### src/rtl/dvma_pkg.sv
package dvma_pkg;
  typedef struct packed {
    logic load;     // latch a new transfer
    logic capture;  // entry word present: emit piece or fault
  } dvmaStrobe_t;

  localparam int ENT_VALID_BIT = 1;
  localparam int ENT_WRITE_BIT = 2;

  localparam int FLT_ERR_BIT  = 31;
  localparam int FLT_LATE_BIT = 30;
  localparam int FLT_RSV_BIT  = 23;
  localparam int FLT_RD_BIT   = 18;
  localparam int FLT_AV_BIT   = 17;
endpackage

### src/rtl/dvma_dpath.sv
module dvma_dpath
  import dvma_pkg::*;
#(
  parameter int ADDR_W     = 32,
  parameter int PA_W       = 36,
  parameter int LEN_W      = 16,
  parameter int PAGE_SHIFT = 12
) (
  input  logic              clk,
  input  logic              rstN,
  input  dvmaStrobe_t       strobe,
  input  logic [ADDR_W-1:0] reqAddr,
  input  logic [LEN_W-1:0]  reqLen,
  input  logic              reqWrite,
  input  logic [ADDR_W-1:0] tableBase,
  input  logic [ADDR_W-1:0] windowStart,
  input  logic [31:0]       memRdData,
  output logic [ADDR_W-1:0] memAddr,
  output logic              zeroLen,
  output logic              lastChunk,
  output logic              entryBad,
  output logic              chunkValid,
  output logic [PA_W-1:0]   chunkPa,
  output logic [LEN_W-1:0]  chunkLen,
  output logic              faultValid,
  output logic [31:0]       faultStatus,
  output logic [ADDR_W-1:0] faultAddr
);
  localparam int PPN_W      = PA_W - PAGE_SHIFT;
  localparam int PAGE_BYTES = 1 << PAGE_SHIFT;
  localparam int IDX_SHIFT  = PAGE_SHIFT - 2;

  logic [ADDR_W-1:0] curAddr;
  logic [LEN_W-1:0]  remLen;
  logic              isWrite;
  logic [LEN_W-1:0]  pageLeft;
  logic [LEN_W-1:0]  chunkSize;
  logic [31:0]       faultWord;

  always_comb begin
    pageLeft  = LEN_W'(PAGE_BYTES) - LEN_W'(curAddr[PAGE_SHIFT-1:0]);
    lastChunk = (remLen <= pageLeft);
    chunkSize = lastChunk ? remLen : pageLeft;
    zeroLen   = (reqLen == '0);
    memAddr   = (tableBase << 4)
              + (((curAddr & ~windowStart) >> IDX_SHIFT) & ~ADDR_W'(3));
    entryBad  = !memRdData[ENT_VALID_BIT]
              || (isWrite && !memRdData[ENT_WRITE_BIT]);
    faultWord = '0;
    faultWord[FLT_ERR_BIT]  = 1'b1;
    faultWord[FLT_LATE_BIT] = 1'b1;
    faultWord[FLT_RSV_BIT]  = 1'b1;
    faultWord[FLT_AV_BIT]   = 1'b1;
    faultWord[FLT_RD_BIT]   = !isWrite;
  end

  always_ff @(posedge clk) begin
    if (!rstN) begin
      curAddr     <= '0;
      remLen      <= '0;
      isWrite     <= 1'b0;
      chunkValid  <= 1'b0;
      chunkPa     <= '0;
      chunkLen    <= '0;
      faultValid  <= 1'b0;
      faultStatus <= '0;
      faultAddr   <= '0;
    end else begin
      chunkValid <= 1'b0;
      faultValid <= 1'b0;
      if (strobe.load) begin
        curAddr <= reqAddr;
        remLen  <= reqLen;
        isWrite <= reqWrite;
      end else if (strobe.capture) begin
        if (entryBad) begin
          faultValid  <= 1'b1;
          faultStatus <= faultWord;
          faultAddr   <= {curAddr[ADDR_W-1:PAGE_SHIFT], {PAGE_SHIFT{1'b0}}};
        end else begin
          chunkValid <= 1'b1;
          chunkPa    <= {memRdData[31 -: PPN_W], curAddr[PAGE_SHIFT-1:0]};
          chunkLen   <= chunkSize;
          curAddr    <= curAddr + ADDR_W'(chunkSize);
          remLen     <= remLen - chunkSize;
        end
      end
    end
  end
endmodule

### src/rtl/dvma_ctrl.sv
module dvma_ctrl
  import dvma_pkg::*;
(
  input  logic        clk,
  input  logic        rstN,
  input  logic        reqValid,
  input  logic        memRdValid,
  input  logic        zeroLen,
  input  logic        lastChunk,
  input  logic        entryBad,
  output logic        reqReady,
  output logic        memReqValid,
  output dvmaStrobe_t strobe,
  output logic        done,
  output logic        doneErr
);
  typedef enum logic [1:0] { ST_IDLE, ST_FETCH, ST_WAIT } walkState_t;
  walkState_t state;

  always_comb begin
    reqReady       = (state == ST_IDLE);
    memReqValid    = (state == ST_FETCH);
    strobe.load    = reqReady && reqValid;
    strobe.capture = (state == ST_WAIT) && memRdValid;
  end

  always_ff @(posedge clk) begin
    if (!rstN) begin
      state   <= ST_IDLE;
      done    <= 1'b0;
      doneErr <= 1'b0;
    end else begin
      done    <= 1'b0;
      doneErr <= 1'b0;
      case (state)
        ST_IDLE:
          if (reqValid) begin
            if (zeroLen) done  <= 1'b1;
            else         state <= ST_FETCH;
          end
        ST_FETCH: state <= ST_WAIT;
        ST_WAIT:
          if (memRdValid) begin
            if (entryBad) begin
              done    <= 1'b1;
              doneErr <= 1'b1;
              state   <= ST_IDLE;
            end else if (lastChunk) begin
              done  <= 1'b1;
              state <= ST_IDLE;
            end else begin
              state <= ST_FETCH;
            end
          end
        default: state <= ST_IDLE;
      endcase
    end
  end
endmodule

### src/rtl/dvma_xlate.sv
module dvma_xlate
  import dvma_pkg::*;
#(
  parameter int ADDR_W     = 32,
  parameter int PA_W       = 36,
  parameter int LEN_W      = 16,
  parameter int PAGE_SHIFT = 12
) (
  input  logic              clk,
  input  logic              rstN,
  input  logic              reqValid,
  output logic              reqReady,
  input  logic [ADDR_W-1:0] reqAddr,
  input  logic [LEN_W-1:0]  reqLen,
  input  logic              reqWrite,
  input  logic [ADDR_W-1:0] tableBase,
  input  logic [ADDR_W-1:0] windowStart,
  output logic              memReqValid,
  output logic [ADDR_W-1:0] memAddr,
  input  logic              memRdValid,
  input  logic [31:0]       memRdData,
  output logic              chunkValid,
  output logic [PA_W-1:0]   chunkPa,
  output logic [LEN_W-1:0]  chunkLen,
  output logic              faultValid,
  output logic [31:0]       faultStatus,
  output logic [ADDR_W-1:0] faultAddr,
  output logic              done,
  output logic              doneErr
);
  dvmaStrobe_t strobe;
  logic zeroLen, lastChunk, entryBad;

  dvma_ctrl u_ctrl (
    .clk(clk), .rstN(rstN), .reqValid(reqValid), .memRdValid(memRdValid),
    .zeroLen(zeroLen), .lastChunk(lastChunk), .entryBad(entryBad),
    .reqReady(reqReady), .memReqValid(memReqValid), .strobe(strobe),
    .done(done), .doneErr(doneErr)
  );

  dvma_dpath #(.ADDR_W(ADDR_W), .PA_W(PA_W), .LEN_W(LEN_W), .PAGE_SHIFT(PAGE_SHIFT)) u_dpath (
    .clk(clk), .rstN(rstN), .strobe(strobe), .reqAddr(reqAddr), .reqLen(reqLen),
    .reqWrite(reqWrite), .tableBase(tableBase), .windowStart(windowStart),
    .memRdData(memRdData), .memAddr(memAddr), .zeroLen(zeroLen),
    .lastChunk(lastChunk), .entryBad(entryBad), .chunkValid(chunkValid),
    .chunkPa(chunkPa), .chunkLen(chunkLen), .faultValid(faultValid),
    .faultStatus(faultStatus), .faultAddr(faultAddr)
  );
endmodule

### config.mk
export PLATFORM = sky130hd
export DESIGN_NAME = dvma_xlate
export DESIGN_NICKNAME = d
export VERILOG_FILES = /design/src/rtl/dvma_pkg.sv /design/src/rtl/dvma_dpath.sv /design/src/rtl/dvma_ctrl.sv /design/src/rtl/dvma_xlate.sv
export SDC_FILE = /design/constraint.sdc
export NUM_CORES = 1
export LEC_CHECK = 0
export CORE_MARGIN = 4
export CORE_UTILIZATION = 28
export DETAILED_ROUTE_END_ITERATION = 16
export PLACE_DENSITY = 0.5
export SYNTH_ARGS = -nofsm -noshare
export SYNTH_HDL_FRONTEND = slang
export SYNTH_HIERARCHICAL = 1
export SYNTH_SLANG_ARGS = --single-unit
### constraint.sdc
create_clock -name clk -period 10.5 [get_ports clk]
set_clock_uncertainty 0.1 [all_clocks]
set_input_delay 2.1 -clock clk [delete_from_list [all_inputs] [get_ports clk]]
set_output_delay 2.1 -clock clk [all_outputs]
set_load 0.03 [all_outputs]
==> results.cfg <==
[pwr]
ir_drop_mv = 0.09134
power.density_mw_per_mm2 = 136.5
p_leak_nw = 4.676

[worst_hold_path]
holdCritPathClass = reg2reg

[grt]
grt_first_pass_wirelength_um = 50140
track_usage_pct = 17.53
grt_pass1_vias = 8839
grt_overflow = 0
grt_max_degree = 81
antenna_found_initial = 0

[floorplan]
die-area_mm2 = 0.03542
pin_count = 303
num_rows = 65
coreArea_mm2 = 0.03180
die-height_um = 188.2
start_util_pct = 28.59
die_x_um = 188.2

[logic_synthesis]
synth_area_leader_cell = dfxtp_1
ys_ff_latch = 129
ys_warn_count = 6
syn-mean-instance-area_um2 = 7.596
synth_edf_count = 0
synth_area_leaders = dfxtp_1, ha_1, nand2_1, a21oi_1, buf_4
yosysSeqAreaShare_pct = 28.40
synthesis.area_mm2 = 0.009092
async_reset_ff_share_pct = 0
synth_cell_types = 80
syn_inst = 1197
synth.top_cell.area_share_pct = 28.40
ys.flop_type = dfxtp_1

[final_layout]
instances_no_fill = 1847
nets = 1613
fill_cells = 3323
synthToLayoutAreaGrowth_pct = 34.57
final_layout_size_suffix_gt1_share_pct = 4.108
diodes = 0

[clocking]
postCtsSetupBuffers = 0
clockBufferDepth = 2
cts_root_buffer = clkbuf_16
clk_pin_slew_ns = 0.06
cts_made_buffers = 17
cts_hold_buffers = 0
cts_tree = built
cts_resized = 0
clk_latency_ns = 0.42
h-tree-depth = 4
cts_sinks = 129

[timing]
setup_ws_ns = 2.929
fin_crit_ns = 7.571
max_freq_ghz = 0.1321
rsz0062_at_grt = false
finalSetupViolations = 0
drv_slew = 0
maxSlewHeadroom_pct = 35.37
finalHoldViolCount = 0
fin_crit_sh_pct = 72.11
worst_pin_slew_ns = 0.9660
tns_ns = 0

[worst_setup_path]
cp_max_fo = 5
crit_required_ns = 8.30
arrival_ns = 5.37
critPathLaunchType = primary input
endpoint_kind = output port
path_class = in2out

[detailed_routing]
drt_wl_total_um = 32560
wl_per_cell_um = 17.63
via_per_inst = 5.051
remaining_drc_errors = 0
ant_nets = 0
drt_iter0_drc = 467
drt_first_pass_iters = 7
via_count = 9329

[run]
maxCapViolCount = 0

[run_status]
status = finished clean

[placement]
pre_cts_ws_ns = 2.943
hpwl_um = 23830
gp_congestion = 0.8651
placedCellCount = 1816
io_buffers = 239
==> cell usage in the layout (no fill, tap or decap), types with 8 or more instances in the layout <==
cell | Yosys | layout
a221oi_1 | 8 | 8
nor3_1 | 16 | 16
o31ai_1 | 8 | 8
o211ai_1 | 12 | 12
nor2b_1 | 26 | 26
nand4_1 | 9 | 9
or4_1 | 8 | 8
conb_1 | 1 | 44
nor4_1 | 10 | 10
or3_1 | 11 | 11
clkbuf_16 | 0 | 17
nand3_1 | 47 | 47
clkdlybuf4s50_1 | 0 | 238
and2_1 | 17 | 17
a31oi_1 | 24 | 24
nand2_1 | 194 | 193
o21a_1 | 22 | 22
xor2_1 | 10 | 10
dfxtp_1 | 129 | 129
o21ai_0 | 60 | 60
a21o_1 | 23 | 23
a211oi_1 | 17 | 17
and3_1 | 30 | 30
a21oi_1 | 113 | 113
inv_1 | 27 | 27
nand2b_1 | 8 | 8
nor2_1 | 62 | 61
xnor2_1 | 33 | 33
ha_1 | 61 | 61
==> registers in the layout, indices dropped and copies added, names as in the netlist <==
name / cells
u_dpath/curAddr: 32
u_ctrl/doneErr: 1
u_dpath/faultValid: 1
u_dpath/remLen: 16
u_ctrl/done: 1
u_dpath/chunkPa: 36
u_dpath/chunkLen: 16
u_dpath/isWrite: 1
u_dpath/faultAddr: 20
u_dpath/faultStatus: 2
u_dpath/chunkValid: 1
u_ctrl/state: 2
==> cell type report <==
| class | count | area, um2 | share of cell area, % |
|---|---|---|---|
| multi-input combinational | 976 | 5997 | 49.01 |
| timing repair buffer | 245 | 2432 | 19.88 |
| clock buffer | 21 | 460.4 | 3.763 |
| inverter | 31 | 117.6 | 0.9612 |
| tap | 435 | 544.3 | 4.448 |
| sequential | 129 | 2582 | 21.11 |
| clock inverter | 10 | 101.3 | 0.8283 |
==> synth_stat cells, types with 4 or more instances <==
| cell | n |
|---|---|
| inv_2 | 4 |
| xor2_1 | 10 |
| buf_2 | 8 |
| o31ai_1 | 8 |
| ha_1 | 61 |
| clkbuf_1 | 47 |
| a211oi_1 | 17 |
| dfxtp_1 | 129 |
| nor2_1 | 62 |
| o21a_1 | 22 |
| o22ai_1 | 5 |
| buf_4 | 44 |
| and2_1 | 17 |
| and3_1 | 30 |
| a2111oi_0 | 4 |
| a21oi_1 | 113 |
| nor3_1 | 16 |
| o21ai_0 | 60 |
| inv_1 | 27 |
| buf_1 | 4 |
| and4_1 | 5 |
| o221ai_1 | 5 |
| nand2b_1 | 8 |
| nor2b_1 | 26 |
| a31oi_1 | 24 |
| o31a_1 | 5 |
| or4_1 | 8 |
| o211ai_1 | 12 |
| nor3b_1 | 4 |
| a32o_1 | 5 |
| nand4_1 | 9 |
| o21ai_1 | 4 |
| or3_1 | 11 |
| nor4_1 | 10 |
| nand3_1 | 47 |
| nand2_1 | 194 |
| a211o_1 | 7 |
| xnor2_1 | 33 |
| a221oi_1 | 8 |
| o21bai_1 | 6 |
| a21o_1 | 23 |
==> cell families (layout without fill, tap and decap cells) <==
family / count (synthesis) / after routing / share of synthesized area [%]
AND/OR/NAND/NOR: 460 / 460 / 24.44
multiplexers: 3 / 3 / 0.3440
flip-flops: 129 / 129 / 28.40
adder cells (fa/ha/maj): 64 / 64 / 9.055
AO/OA/AOI/OAI: 362 / 362 / 25.99
buffers and inverters: 135 / 307 / 7.582
other: 1 / 44 / 0.04124
XOR/XNOR: 43 / 43 / 4.142
==> worst paths after layout <==
check                                   startpoint                                to  slack [ns]  cells after the start
setup / recovery                   windowStart[14]                       memAddr[20]        2.93                     12
hold / removal    u_dpath/chunkPa[17]$_SDFFE_PN0P_  u_dpath/chunkPa[17]$_SDFFE_PN0P_        0.35                      2
setup reg to reg   u_dpath/curAddr[0]$_SDFFE_PN0P_  u_dpath/curAddr[18]$_SDFFE_PN0P_        4.66                     20
hold reg to reg   u_dpath/chunkPa[17]$_SDFFE_PN0P_  u_dpath/chunkPa[17]$_SDFFE_PN0P_        0.35                      2
==> stage by stage <==
stage          instance area, um2  total power, mW  hold WS (ns)  utilization (%)
4_1_cts                     12240            1.688        0.3542            38.48
3_3_place_gp                11670            1.088        0.3416            36.71
5_1_grt                     12240            1.770        0.3727            38.48
3_5_place_dp                11670            1.089        0.3457            36.71
2_1_floorplan                9254           0.9255        0.3452                -
6_report                    12240            1.670        0.3522            38.48
==> power by group <==
| part | switching [mW] | internal, mW | total, mW |
|---|---|---|---|
| clock network | 0.248 | 0.341 | 0.589 |
| logic | 0.314 | 0.233 | 0.547 |
| registers | 0.0271 | 0.506 | 0.534 |
==> worst max-delay path, stage by stage <==
cell	delay, ns
clkdlybuf4s50_1	0.41
nor2b_1	0.12
ha_1	0.20
inv_1	0.07
fa_1	0.41
nor2b_1	0.18
o31a_1	0.22
o22ai_2	0.17
o31ai_1	0.48
a31oi_1	0.17
xnor2_1	0.15
clkdlybuf4s50_1	0.70
==> routing by layer <==
metal  global-route usage [%]  vias up  wire length, um
met2                    28.75      276            15080
met3                    3.298       22             1680
met1                    24.29     4363            15470
li1                         -     4668                -
met5                        0        -                0
met4                    3.275        0              331
No activity file was read; power rests on OpenSTA's default activity.
